--- src/rtl/brk_pkg.sv ---
package brk_pkg;
  localparam int NSRC     = 6;
  localparam int SRC_CMP0 = 0;
  localparam int SRC_CMP1 = 1;
  localparam int SRC_PIN0 = 2;
  localparam int SRC_PIN1 = 3;
  localparam int SRC_ADC  = 4;
  localparam int SRC_SYS  = 5;
  localparam int SYS_W    = 4;
  localparam int NPIN     = 2;
  localparam int NOUT     = 2;
endpackage

--- src/rtl/brk_prescale.sv ---
module brk_prescale #(
  parameter int DIV_W = 3
) (
  input  logic             clk,
  input  logic             rst,
  input  logic [DIV_W-1:0] div_sel,
  output logic             tick
);
  localparam int PRE_W = (1 << DIV_W) - 1;

  logic [PRE_W-1:0] pre_cnt;
  logic [PRE_W-1:0] mask;

  always_ff @(posedge clk) begin
    if (rst) pre_cnt <= '0;
    else     pre_cnt <= pre_cnt + PRE_W'(1);
  end

  // mask has div_sel low bits set; a wrap of the shift at the top code yields all ones
  always_comb begin
    mask = (PRE_W'(1) << div_sel) - PRE_W'(1);
    tick = ((pre_cnt & mask) == mask);
  end
endmodule

--- src/rtl/brk_pin_filter.sv ---
module brk_pin_filter #(
  parameter int LEN_W = 3
) (
  input  logic             clk,
  input  logic             rst,
  input  logic             pin,
  input  logic             inv,
  input  logic             en,
  input  logic             tick,
  input  logic [LEN_W-1:0] len,
  output logic             lvl
);
  logic             raw;
  logic             stable;
  logic [LEN_W-1:0] run;

  assign raw = pin ^ inv;

  always_ff @(posedge clk) begin
    if (rst) begin
      stable <= 1'b0;
      run    <= '0;
    end else if (!en) begin
      stable <= raw;
      run    <= '0;
    end else if (tick) begin
      if (raw != stable) begin
        if (run == len) begin
          stable <= raw;
          run    <= '0;
        end else begin
          run <= run + LEN_W'(1);
        end
      end else begin
        run <= '0;
      end
    end
  end

  assign lvl = en ? stable : raw;
endmodule

--- src/rtl/fault_brake_ctrl.sv ---
module fault_brake_ctrl
  import brk_pkg::*;
#(
  parameter int DIV_W   = 3,
  parameter int LEN_W   = 3,
  parameter int LVL_OFS = 8
) (
  input  logic                   clk,
  input  logic                   rst,
  input  logic [2:0]             pair_sel,
  input  logic [1:0]             cmp_in,
  input  logic [NPIN-1:0]        pin_in,
  input  logic                   adc_mon_in,
  input  logic [SYS_W-1:0]       sys_fail_in,
  input  logic [NSRC-1:0]        edge_en,
  input  logic [NSRC-1:0]        level_en,
  input  logic [SYS_W-1:0]       sys_sel,
  input  logic [NPIN-1:0]        pin_inv,
  input  logic                   flt_en,
  input  logic [DIV_W-1:0]       flt_div,
  input  logic [LEN_W-1:0]       flt_len,
  input  logic [2*LVL_OFS-1:0]   sw_trig,
  input  logic                   edge_clr,
  input  logic                   level_clr,
  input  logic [NOUT-1:0]        pwm_in,
  input  logic [NOUT-1:0]        safe_lvl,
  output logic [NOUT-1:0]        pwm_out,
  output logic                   edge_brk,
  output logic                   level_brk,
  output logic                   level_flag
);
  localparam int SW_W  = 2 * LVL_OFS;
  localparam int IDX_W = $clog2(SW_W);

  logic             tick;
  logic [NPIN-1:0]  pin_lvl;
  logic [NSRC-1:0]  src;
  logic [IDX_W-1:0] edge_idx;
  logic [IDX_W-1:0] lvl_idx;
  logic             sw_edge;
  logic             sw_lvl;
  logic             edge_set;
  logic             lvl_next;

  brk_prescale #(.DIV_W(DIV_W)) u_pre (
    .clk     (clk),
    .rst     (rst),
    .div_sel (flt_div),
    .tick    (tick)
  );

  for (genvar p = 0; p < NPIN; p++) begin : g_pin
    brk_pin_filter #(.LEN_W(LEN_W)) u_flt (
      .clk  (clk),
      .rst  (rst),
      .pin  (pin_in[p]),
      .inv  (pin_inv[p]),
      .en   (flt_en),
      .tick (tick),
      .len  (flt_len),
      .lvl  (pin_lvl[p])
    );
  end

  always_comb begin
    src           = '0;
    src[SRC_CMP0] = cmp_in[0];
    src[SRC_CMP1] = cmp_in[1];
    src[SRC_PIN0] = pin_lvl[0];
    src[SRC_PIN1] = pin_lvl[1];
    src[SRC_ADC]  = adc_mon_in;
    src[SRC_SYS]  = |(sys_fail_in & sys_sel);
  end

  assign edge_idx = IDX_W'(pair_sel);
  assign lvl_idx  = IDX_W'(LVL_OFS) + IDX_W'(pair_sel);
  assign sw_edge  = sw_trig[edge_idx];
  assign sw_lvl   = sw_trig[lvl_idx];
  assign edge_set = (|(src & edge_en)) | sw_edge;
  assign lvl_next = (|(src & level_en)) | sw_lvl;

  always_ff @(posedge clk) begin
    if (rst) begin
      edge_brk   <= 1'b0;
      level_brk  <= 1'b0;
      level_flag <= 1'b0;
    end else begin
      edge_brk   <= edge_set | (edge_brk & ~edge_clr);
      level_brk  <= lvl_next;
      level_flag <= lvl_next | (level_flag & ~level_clr);
    end
  end

  assign pwm_out = (edge_brk | level_brk) ? safe_lvl : pwm_in;
endmodule

--- config.mk ---
export PLATFORM = sky130hd
export DESIGN_NAME = fault_brake_ctrl
export DESIGN_NICKNAME = d
export VERILOG_FILES = /design/src/rtl/brk_pkg.sv /design/src/rtl/brk_prescale.sv /design/src/rtl/brk_pin_filter.sv /design/src/rtl/fault_brake_ctrl.sv
export SDC_FILE = /design/constraint.sdc
export NUM_CORES = 1
export LEC_CHECK = 0
export BUFFER_PORTS_ARGS = -buffer_cell sky130_fd_sc_hd__buf_2
export CAP_MARGIN = 20
export CORE_MARGIN = 2
export CORE_UTILIZATION = 40
export DETAILED_ROUTE_END_ITERATION = 7
export PLACE_DENSITY = 0.81
export SLEW_MARGIN = 20
export SYNTH_ARGS = -nofsm -noshare
export SYNTH_HDL_FRONTEND = slang
export SYNTH_HIERARCHICAL = 1
export SYNTH_SLANG_ARGS = --single-unit
--- constraint.sdc ---
create_clock -name clk -period 2.18 [get_ports clk]
set_clock_uncertainty 0.1 [all_clocks]
set_input_delay 0.545 -clock clk [delete_from_list [all_inputs] [get_ports clk]]
set_output_delay 0.545 -clock clk [all_outputs]
set_load 0.02 [all_outputs]
==> run summary <==
Worst EP required - 1.53 ns
Core ar. - 3028 um2
FMAX - 0.5189 GHz
Pwr Density - 450.9 nW/um2
Clock-pin transition on the worst setup and hold timing paths - 0.10 ns
Die area - 3618 um2
TritonCTS sink count - 18
Tightest Pin Transition - 0.3713 ns
Vias per cell - 5.307
Seq/Total Area, Yosys - 0.2857
Worst setup EP type - output pin
Final Hold Fails - 0
RSZ-0062 raised after global routing - no
Main flop type after synthesis - dfxtp_1
Vias post-DR - 1279
Bufs on Longest Clock Path - 2
Chip Height - 60.15 um
Worst Setup SP - level_brk
Asr flop ratio synth - 0
Min cycle time layout - 1.927 ns
Design Power - 0.7616 mW
Initial Util - 0.4165
Post-CTS setup buffers - 0
Die W - 60.15 um
Hold_sp - u_pre/pre_cnt[6]
Critical path class - reg -> out
# port buffers - 65
CTS tree - done
Number of global-route vias before repair - 1167
Final Core Density - 0.5579
Cts bufs inserted - 3
Crit Reg-Reg Startpoint - u_pre/pre_cnt[2]
Max Cap Violations - 0
Post-Syn Area - 1261 um2
Max VDD drop - 0.1869 mV
Yosys cell types - 35
Gr usage total - 0.1830
Post-Syn Instances - 127
Synthesized Nets - 191
HP Class - reg -> reg
Routed Antenna Nets - 0
Global-route wire length before repair - 4892 um
Critical path fanouts, max - 2
Pleak - 0.7890 nW
First-pass iteration count of the detailed router - 4
Antenna violations before repair - 0
Initial DRC count - 67
Final setup viols - 0
Outcome - finished, final reports clean
Hold_buf cts - 0
Layout Nets - 262
Number of synthesized flops with an enable pin - 0
Mean post-synth cell area - 9.931 um2
Total gr overflow - 0
Final Wtd Congestion - 0.8917
Ys Warns - 6
ANT cells - 0
# rows - 20
Max Slew Vio Count - 0
CTS root buf - clkbuf_4
Post-route DRC - 0
Largest net degree at the start of global routing - 19
Final wirelength - 3036 um
Layout area overhead - 33.93%
Layout cells sized above 1 - 0.4162
DP HPWL - 2568 um
Startpoint types - flip-flop
Period utilization - 0.8841
Top-level I/O count - 66
Setup TNS - 0 ns
Synthesized flop and latch total - 18
WP data arrival - 1.28 ns
Latest clock arrival within the worst-skew pair - 0.30 ns
Slew HR - 0.7516
Post-CTS Resized - 0
DR WL/cell - 12.60 um
CTS H-tree lvls - 1
[report_power, final]
| part | leakage [nW] | switching [mW] | internal (mW) |
|---|---|---|---|
| sequential | 0.147 | 0.00956 | 0.342 |
| combinational | 0.621 | 0.0910 | 0.110 |
| clock | 0.0210 | 0.107 | 0.102 |
[sequential cells by signal (all words and copies together) (netlist names)]
| name | cells |
|---|---|
| edge_brk | 1 |
| g_pin.u_flt/run | 6 |
| u_pre/pre_cnt | 7 |
| level_flag | 1 |
| level_brk | 1 |
| g_pin.u_flt/stable | 2 |
[path summary, 6_finish.rpt]
check | endpoint | slack (ns) | cells past startpoint
max reg2reg | g_pin[1].u_flt/stable | 0.28 | 7
max | pwm_out[0] | 0.25 | 3
min | u_pre/pre_cnt[6] | 0.39 | 2
min reg2reg | u_pre/pre_cnt[6] | 0.39 | 2
[cells in the final DEF, fill, tap and decap left out, drive strengths merged, types with 3 or more instances in the layout]
cell	netlist	routed
mux2i	4	4
a31oi	3	3
o21ai	6	6
nand2	7	7
dfxtp	18	18
o311ai	8	8
ha	3	3
mux4	4	4
inv	4	4
xor2	9	9
a21oi	6	6
mux2	4	4
nor2	7	7
nand2b	7	7
a22o	3	3
clkbuf	1	4
buf	0	67
nor2b	7	7
[worst max-delay path, cell delays in order, from the launching register on]
cell     delay, ns
dfxtp_1       0.32
nor2_1        0.16
mux2_2        0.35
buf_2         0.16
[cells in the mapped netlist, types with 2 or more instances]
master,number,area share
a21oi_1,6,0.024
a222oi_1,2,0.016
a22o_1,3,0.021
a31oi_1,3,0.015
a41oi_1,2,0.014
and2_1,2,0.0099
and3b_1,2,0.014
dfxtp_1,18,0.29
ha_1,3,0.030
inv_1,4,0.012
mux2_2,4,0.036
mux2i_1,4,0.032
mux4_1,4,0.083
nand2_1,7,0.021
nand2b_1,7,0.035
nand3_1,2,0.0079
nor2_1,7,0.021
nor2b_1,7,0.035
o21ai_0,5,0.020
o311ai_0,8,0.056
o41ai_2,2,0.026
or2b_1,2,0.012
xnor2_1,2,0.014
xor2_1,9,0.063
xor3_2,2,0.040
[per-layer routing]
layer,vias up,wire length [um],GRT usage
li1,638,-,-
met1,578,1182,0.2034
met2,59,1581,0.3323
met3,4,218,0.03030
met4,0,54,0.08889
met5,-,0,0
[logic make-up (layout without fill, tap and decap cells)]
group                    after synthesis  after routing  share of synthesized area
buffers and inverters                  5             75                    0.01487
XOR/XNOR                              13             13                     0.1161
adder cells (fa/ha/maj)                3              3                    0.02977
AO/OA/AOI/OAI                         37             37                     0.2292
multiplexers                          12             12                     0.1508
AND/OR/NAND/NOR                       39             39                     0.1736
flip-flops                            18             18                     0.2857
[per-stage QoR]
step	hold slack, ns	setup WS [ns]	instance area, um2	std cells
finish	0.3922	0.2527	1689	241
global route	0.4265	0.09069	1689	241
CTS	0.3952	0.2311	1689	241
detailed placement	0.3795	0.08905	1653	237
global placement	0.3751	0.1342	1653	237
floorplan	0.3471	0.1161	1261	127
[final cells by class]
type	instances	area, um2
repair buffers	67	340.3
clock buffers	4	36.28
fillers	275	1339
well taps	44	55.05
multi-input cells	104	882.1
flip-flops and latches	18	360.3
inverters	4	15.01
(Power assumes the default switching activity.)
